$ cat src/rtl/codec_ctl_pkg.sv
`timescale 1ns/1ps
package codec_ctl_pkg;

    localparam int WORD_W = 32;
    localparam int ATT_W  = 5;
    localparam int GAIN_W = 4;
    localparam int PAD_W  = 8;

    typedef enum logic [2:0] {
        ST_RST_HOLD,
        ST_IDLE,
        ST_SEL,
        ST_CLK_HI,
        ST_CLK_LO,
        ST_DESEL
    } ctl_state_e;

    // Field order follows the bit order of the control word, from bit 30 down to bit 8
    typedef struct packed {
        logic              irq_mask;
        logic              gp_out;
        logic [ATT_W-1:0]  left_atten;
        logic [ATT_W-1:0]  right_atten;
        logic              mute;
        logic              left_sel;
        logic              right_sel;
        logic [GAIN_W-1:0] left_gain;
        logic [GAIN_W-1:0] right_gain;
    } ctl_fields_t;

endpackage

$ cat src/rtl/codec_ctl_tick.sv
`timescale 1ns/1ps
module codec_ctl_tick #(
    parameter int DIV = 4
) (
    input  logic clk,
    input  logic rst_n,
    input  logic restart,
    output logic tick
);
    localparam int CW = (DIV > 1) ? $clog2(DIV + 1) : 1;

    logic [CW-1:0] cnt;

    assign tick = (cnt == CW'(DIV - 1));

    always_ff @(posedge clk) begin
        if (!rst_n || restart || tick) begin
            cnt <= '0;
        end else begin
            cnt <= cnt + 1'b1;
        end
    end
endmodule

$ cat src/rtl/codec_ctl_packer.sv
`timescale 1ns/1ps
module codec_ctl_packer
    import codec_ctl_pkg::*;
(
    input  ctl_fields_t         fields,
    output logic [WORD_W-1:0]   word
);
    // Top bit fixed low, settings in the middle, low byte zero
    assign word = {1'b0, fields, {PAD_W{1'b0}}};
endmodule

$ cat src/rtl/codec_ctl_serializer.sv
`timescale 1ns/1ps
module codec_ctl_serializer
    import codec_ctl_pkg::*;
#(
    parameter int CLK_DIV    = 4,
    parameter int HALF_TICKS = 2,
    parameter int RST_HOLD   = 1000
) (
    input  logic        clk,
    input  logic        rst_n,
    input  logic [4:0]  left_atten,
    input  logic [4:0]  right_atten,
    input  logic        mute,
    input  logic        left_sel,
    input  logic        right_sel,
    input  logic [3:0]  left_gain,
    input  logic [3:0]  right_gain,
    input  logic        irq_mask,
    input  logic        gp_out,
    input  logic        wr_req,
    output logic        codec_rst_n,
    output logic        cs_n,
    output logic        sclk,
    output logic        sdata,
    output logic        busy
);
    localparam int HOLD_MAX = (RST_HOLD > HALF_TICKS) ? RST_HOLD : HALF_TICKS;
    localparam int PW       = $clog2(HOLD_MAX + 1);
    localparam int BW       = $clog2(WORD_W);

    ctl_state_e          state, nstate;
    logic [PW-1:0]       ph_cnt;
    logic [PW-1:0]       ph_lim;
    logic [BW-1:0]       bit_cnt;
    logic [WORD_W-1:0]   shreg;
    logic [WORD_W-1:0]   packed_word;
    logic                pend;
    logic                is_dummy;
    logic                tick;
    logic                phase_done;
    logic                last_bit;
    logic                start;
    ctl_fields_t         fields;

    assign fields = '{irq_mask:    irq_mask,
                      gp_out:      gp_out,
                      left_atten:  left_atten,
                      right_atten: right_atten,
                      mute:        mute,
                      left_sel:    left_sel,
                      right_sel:   right_sel,
                      left_gain:   left_gain,
                      right_gain:  right_gain};

    codec_ctl_packer packer_i (
        .fields (fields),
        .word   (packed_word)
    );

    codec_ctl_tick #(.DIV(CLK_DIV)) tick_i (
        .clk     (clk),
        .rst_n   (rst_n),
        .restart (state == ST_IDLE),
        .tick    (tick)
    );

    assign ph_lim     = (state == ST_RST_HOLD) ? PW'(RST_HOLD - 1) : PW'(HALF_TICKS - 1);
    assign phase_done = tick && (ph_cnt == ph_lim);
    assign last_bit   = (bit_cnt == BW'(WORD_W - 1));
    assign start      = (nstate == ST_SEL) && (state != ST_SEL);

    // Next-state logic
    always_comb begin
        nstate = state;
        unique case (state)
            ST_RST_HOLD: if (phase_done) nstate = ST_SEL;
            ST_IDLE:     if (wr_req)     nstate = ST_SEL;
            ST_SEL:      if (phase_done) nstate = ST_CLK_HI;
            ST_CLK_HI:   if (phase_done) nstate = ST_CLK_LO;
            ST_CLK_LO:   if (phase_done) nstate = last_bit ? ST_DESEL : ST_CLK_HI;
            ST_DESEL:    if (phase_done) nstate = (is_dummy || pend || wr_req) ? ST_SEL : ST_IDLE;
            default:     nstate = ST_RST_HOLD;
        endcase
    end

    // State register
    always_ff @(posedge clk) begin
        if (!rst_n) state <= ST_RST_HOLD;
        else        state <= nstate;
    end

    // Phase, bit and frame bookkeeping
    always_ff @(posedge clk) begin
        if (!rst_n) begin
            ph_cnt   <= '0;
            bit_cnt  <= '0;
            shreg    <= '0;
            pend     <= 1'b0;
            is_dummy <= 1'b1;
        end else begin
            if (phase_done || state == ST_IDLE) ph_cnt <= '0;
            else if (tick)                      ph_cnt <= ph_cnt + 1'b1;

            if (start)       pend <= 1'b0;
            else if (wr_req) pend <= 1'b1;

            if (start) begin
                shreg   <= packed_word;
                bit_cnt <= '0;
                if (state != ST_RST_HOLD) is_dummy <= 1'b0;
            end else if (state == ST_CLK_LO && phase_done) begin
                shreg   <= {shreg[WORD_W-2:0], 1'b0};
                bit_cnt <= bit_cnt + 1'b1;
            end
        end
    end

    // Outputs decoded from state
    always_comb begin
        codec_rst_n = (state != ST_RST_HOLD);
        cs_n        = 1'b1;
        sclk        = 1'b0;
        sdata       = 1'b0;
        busy        = (state != ST_IDLE);
        unique case (state)
            ST_SEL:    cs_n = 1'b0;
            ST_CLK_HI: begin cs_n = 1'b0; sclk = 1'b1; sdata = shreg[WORD_W-1]; end
            ST_CLK_LO: begin cs_n = 1'b0; sdata = shreg[WORD_W-1]; end
            default:   ;
        endcase
    end
endmodule

$ cat config.mk
export PLATFORM = sky130hd
export DESIGN_NAME = codec_ctl_serializer
export DESIGN_NICKNAME = d
export VERILOG_FILES = /design/src/rtl/codec_ctl_pkg.sv /design/src/rtl/codec_ctl_tick.sv /design/src/rtl/codec_ctl_packer.sv /design/src/rtl/codec_ctl_serializer.sv
export SDC_FILE = /design/constraint.sdc
export NUM_CORES = 1
export LEC_CHECK = 0
export ABC_CLOCK_PERIOD_IN_PS = 7000
export CAP_MARGIN = 5
export CORE_MARGIN = 4
export CORE_UTILIZATION = 45
export DETAILED_ROUTE_END_ITERATION = 16
export PLACE_DENSITY = 0.69
export SLEW_MARGIN = 20
export SYNTH_ARGS = -nofsm -noshare
export SYNTH_HDL_FRONTEND = slang
export SYNTH_SLANG_ARGS = --single-unit
$ cat constraint.sdc
create_clock -name clk -period 7 [get_ports clk]
set_clock_uncertainty 0.1 [all_clocks]
set_input_delay 0.7 -clock clk [delete_from_list [all_inputs] [get_ports clk]]
set_output_delay 0.7 -clock clk [all_outputs]
set_load 0.01 [all_outputs]
=== Word-level counts from Yosys, hierarchy flattened ===
Cells that the tools add are included.

* Equal/unequal tests: 11
* $add $sub $neg: 3
* Reductions and logical operators: 17
* Muxes and demuxes: 15
* Bitwise logic cells: 1

{| class="wikitable"
|+ Operators with widths
! cell !! number
|-
| 31-bit 2-to-1 mux || 2
|-
| 3-bit 2-to-1 mux || 7
|-
| 3-bit one-hot mux with 6 select lines || 1
|-
| 3-bit by 2-bit == test with 1-bit output (second input constant) || 4
|-
| 10-bit by 1-bit adder with 10-bit output (second input constant) || 1
|-
| 10-bit == test || 1
|-
| 10-bit 2-to-1 mux || 1
|-
| 3-bit == test (second input constant) || 2
|-
| 2-bit OR reduction || 3
|-
| 5-bit by 1-bit adder with 5-bit output (second input constant) || 1
|-
| 5-bit == test (second input constant) || 1
|-
| 1-bit logical OR || 5
|-
| 3-bit by 1-bit adder with 3-bit output (second input constant) || 1
|-
| 3-bit by 1-bit == test with 1-bit output (second input constant) || 1
|-
| 1-bit logical AND || 3
|-
| 3-bit logical NOT || 1
|-
| 1-bit 2-to-1 mux || 3
|-
| 3-bit by 1-bit inequality test with 1-bit output (second input constant) || 1
|-
| 3-bit by 2-bit inequality test with 1-bit output (second input constant) || 1
|-
| 3-bit nonzero test || 1
|-
| 3-bit OR reduction || 1
|-
| 2-bit 2-to-1 mux || 1
|-
| 2-bit AND reduction || 1
|-
| 2-bit nonzero test || 1
|-
| other kinds (2) || 2
|}

* Input port bits: 26
* Register bits: 47
* Logic and storage cells: 55
* Output and inout bits: 5

=== Depth between registers and ports, before layout ===
* Depth after elaboration: 9
* Gate-level depth with buffers: 12
* Mapped depth without buffers: 9

=== Modules after synthesis ===
From an unflattened synthesis, not the netlist that was laid out.

* Cell total of the unflattened synthesis: 324
* Area total of the unflattened synthesis: 2,982.9 µm²

{| class="wikitable"
|+ Modules (own cells, without submodules)
! module !! area each (µm²) !! cells an instance !! times used
|-
| codec_ctl_serializer || 2,620.0 || 282 || 1
|-
| codec_ctl_packer || 244.0 || 33 || 1
|-
| codec_ctl_tick || 118.9 || 9 || 1
|}

=== Worst setup path after synthesis ===
Ideal clock, no wire load.

* Path kind: flip-flop to flip-flop
* Start: reg tick_i.cnt[0]
* End: reg shreg[10]
* Stages on the path, launching flop included: 13
* Arrival: 2.466 ns
* Period minus slack after synthesis: 2.632 ns
* Setup time: 0.066 ns
* Path buffers: 3
* Data required time: 6.834 ns
* Slack: 4.368 ns
* Path through: dfxtp_1 > ha_1 > ha_1 > buf_2 > nand2_1 > nor3_1 > o211ai_1 > a21o_1 > a221o_1 > or2_1 > buf_6 > buf_6 > a21oi_2

* Word-level cells in the longest chain between the ends: 7
* Elaborated cells between the ends (all ways): 13
* Those cells by class: 2 x eq/ne; 7 x mux; 4 x reduce/logical

{| class="wikitable"
|+ RTL lines
! element !! line !! text
|-
| from (decl) || codec_ctl_tick.sv:12 || <nowiki>logic [CW-1:0] cnt;</nowiki>
|-
| from (signal assigned) || codec_ctl_tick.sv:20 || <nowiki>cnt <= cnt + 1'b1;</nowiki>
|-
| 3-bit by 2-bit == test with 1-bit output * || codec_ctl_tick.sv:14 || <nowiki>assign tick = (cnt == CW'(DIV - 1));</nowiki>
|-
| 1-bit logical AND * || codec_ctl_serializer.sv:68 || <nowiki>assign phase_done = tick && (ph_cnt == ph_lim);</nowiki>
|-
| 3-bit 2-to-1 mux (on tied branches) || -- ||
|-
| 3-bit one-hot mux with 6 select lines || codec_ctl_serializer.sv:75 || <nowiki>unique case (state)</nowiki>
|-
| 3-bit by 2-bit == test with 1-bit output || codec_ctl_serializer.sv:70 || <nowiki>assign start = (nstate == ST_SEL) && (state != ST_SEL);</nowiki>
|-
| 1-bit logical AND || codec_ctl_serializer.sv:70 ||
|-
| 31-bit 2-to-1 mux / 2-bit nonzero test (equally long branches) || -- ||
|-
| to (signal assigned) || codec_ctl_serializer.sv:108 || <nowiki>shreg <= packed_word;</nowiki>
|-
| to (signal assigned) || codec_ctl_serializer.sv:112 || <nowiki>shreg <= {shreg[WORD_W-2:0], 1'b0};</nowiki>
|-
| to (decl) || codec_ctl_serializer.sv:35 || <nowiki>logic [WORD_W-1:0] shreg;</nowiki>
|}

Mark *: on every way between the ends. The rest lies on a longest branch, timed or not.
A chain may end at the register's enable or synchronous reset.

=== Final worst setup path ===
* Start: reg tick_i.cnt[0]
* End: reg shreg[8]

Same word-level chain as after synthesis.

==> flow_metrics.py <==
metrics = {
    "worst_setup_path": {
        "worstSetupStartpoint": "tick_i.cnt[0]$_SDFF_PP0_",
        "crit_type": "reg -> reg",
        "r2r-start": "tick_i.cnt[0]$_SDFF_PP0_",
        "critPathCaptureType": "flop",
        "worstPathArrival_ns": 3.93,
        "cp-start-kind": "flop",
        "worstPathRequired_ns": 7.13,
        "ff2ff_setup_slack_ns": 3.19,
        "crit_path_max_fanout": 24,
    },
    "floorplanning": {
        "pin_count": 31,
        "coreArea_mm2": 0.00482,
        "row_count": 25,
        "start_util_pct": 47.6,
        "die_w_um": 79.4,
        "die-area_mm2": 0.00631,
        "die_h_um": 79.4,
    },
    "logic_synthesis": {
        "synth_cell_type_count": 38,
        "seq_area_frac_synth_pct": 41.0,
        "netlist_instances": 245,
        "syn_area_mm2": 0.00229,
        "synth_area_leader_cell": "dfxtp_1",
        "synth_edf_count": 0,
        "ys.flop_type": "dfxtp_1",
        "yosys-top-cells-area": "dfxtp_1 (41%), mux2i_1 (11%), a21oi_2 (7.6%)",
        "synth-seq-cells": 47,
        "yosysWarningCount": 0,
        "synthArstFlopShare_pct": 0,
        "avgSynthCellArea_um2": 9.37,
        "yosys.cell_count.top_type": "dfxtp_1",
        "syn_nets": 276,
        "netlist_top_cells_count": "dfxtp_1 (47), nor2_1 (26), mux2i_1 (25)",
        "synth_top_area_share_pct": 41.0,
    },
    "pwr": {
        "p_int_uw": 404,
        "p_sw_share_pct": 20.3,
        "power_frac_comb_pct": 6.0,
        "pwr-share-clk_pct": 40.4,
        "leakagePower_uw": 0.00108,
        "p_total_uw": 506,
        "p_switching_uw": 103,
        "power.density_mw_per_mm2": 186,
        "peakVddDrop_mv": 0.107,
        "seqPwrFrac_pct": 53.6,
    },
    "layout": {
        "area_delta_synth_final_pct": 18.9,
        "n_antenna_cell": 0,
        "fillers": 449,
        "drive_above_1_share_pct": 13.0,
        "nets": 299,
    },
    "grt": {
        "antenna_found_initial": 0,
        "grt_use_total_pct": 15.6,
        "grt-ovfl-total": 0,
        "grt_pass1_vias": 1752,
        "grt_pass1_wl_um": 7820,
        "grt_max_degree": 30,
    },
    "detailed_routing": {
        "wl_per_cell_um": 12.9,
        "ant_nets": 0,
        "drcViolationCount": 0,
        "drt-initial-drc-count": 62,
        "vias": 1774,
        "vias_per_cell": 5.28,
        "route.final.wire_length_um": 4330,
        "drt_pass1_iterations": 4,
    },
    "sta": {
        "grt_setup_unrepaired": "false",
        "setup_viol": 0,
        "tns_ns": 0,
        "fin_crit_ns": 3.81,
        "maxSlewHeadroom_pct": 35.6,
        "hold_slack_ns": 0.326,
        "final_hold_viol_count": 0,
        "max_freq_mhz": 263,
        "period_share_pct": 54.4,
        "tightest_slew_ns": 0.962,
        "final-max-slew-violation-count": 0,
    },
    "placed_design": {
        "gp_congestion": 0.839,
        "port_buffers": 30,
        "post-dp-hpwl_um": 3000,
    },
    "clock_network": {
        "clkSinkCount": 47,
        "htreeDepth": 2,
        "cts_root_buf": "clkbuf_8",
        "numCtsBuffers": 5,
        "tritoncts": "done",
        "clock_latency_ns": 0.30,
        "cts_max_path_buffers": 2,
        "post_cts_resized": 0,
        "cts_hold_buf": 0,
        "cts_setup_buffers": 0,
        "path_clk_slew_ns": 0.08,
    },
    "worst_hold_path": {
        "holdCritStartpoint": "tick_i.cnt[0]$_SDFF_PP0_",
        "hold_class": "reg -> reg",
    },
    "outcome": {
        "status": "completed",
    },
    "run": {
        "drv_cap": 0,
    },
}
## layout by cell type (no fill, tap or decap), types with 2 or more instances in the layout
cell / instances
a21oi_1: 8
a21oi_2: 20
a221o_1: 2
buf_4: 3
clkbuf_8: 6
clkdlybuf4s50_1: 30
dfxtp_1: 47
ha_1: 5
inv_1: 6
mux2i_1: 25
nand2_1: 21
nand3_1: 5
nand4_1: 5
nor2_1: 26
nor3_1: 4
o31ai_1: 22
xnor2_1: 4
xor2_1: 8
## sequential cells by signal, summed over array words and instances (netlist names)
name and cells:
state 3, tick_i.cnt 3, bit_cnt 5, pend 1, is_dummy 1, shreg 24
ph_cnt 10
## metal layers
layer	wire length, µm	GRT usage, %	up-vias
met5	0	0	-
met4	69	6.01	0
met1	2080	19.9	798
met3	225	4.63	6
met2	1960	24.7	44
li1	-	-	926
## layout make-up
type | instances | area [µm²] | area share, %
clock buffer | 6 | 82.6 | 3.03
clock inverter | 2 | 35.0 | 1.28
inverter | 6 | 22.5 | 0.825
multi-input combinational | 175 | 1240 | 45.5
sequential | 47 | 941 | 34.5
tap | 67 | 83.8 | 3.07
timing repair buffer | 33 | 323 | 11.8
## cells by family after synthesis
group / share of synthesized area (%)
multiplexers: 10.9
flip-flops: 41.0
buffers and inverters: 4.91
adder cells (fa/ha/maj): 2.73
XOR/XNOR: 4.58
AO/OA/AOI/OAI: 21.8
AND/OR/NAND/NOR: 14.1
## stage by stage
stage | instance area (µm²) | std cells | util (%) | setup WS (ns)
after floorplan | 2290 | 245 | - | 4.37
after global placement | 2610 | 328 | 54.2 | 3.09
after detailed placement | 2610 | 328 | 54.2 | 2.98
after CTS | 2730 | 336 | 56.6 | 3.17
after global routing | 2730 | 336 | 56.6 | 2.80
final | 2730 | 336 | 56.6 | 3.19
## critical path, stage by stage (launching register included)
cell and delay [ns]:
dfxtp_1 0.34, ha_1 0.14, ha_1 0.33, nand2_1 0.09
nor3_1 0.43, o21ai_4 0.18, mux2i_1 0.23, a221o_1 0.77
or2_1 0.55, buf_4 0.34, mux2i_1 0.22
## worst paths after layout
check | cells past startpoint | to
worst min register to register | 1 | tick_i.cnt[0]$_SDFF_PP0_
worst min-delay path | 1 | tick_i.cnt[0]$_SDFF_PP0_
worst max-delay path | 10 | shreg[8]$_SDFFE_PN0P_
worst max register to register | 10 | shreg[8]$_SDFFE_PN0P_
## power groups by stage
stage	registers (µW)	clock network (µW)	logic (µW)
global placement	278	0	30.2
finish	272	205	30.2
CTS	272	209	30.7
global route	272	222	33.8
detailed placement	278	0	30.4
floorplan	278	0	13.5
(Power assumes the default switching activity.)
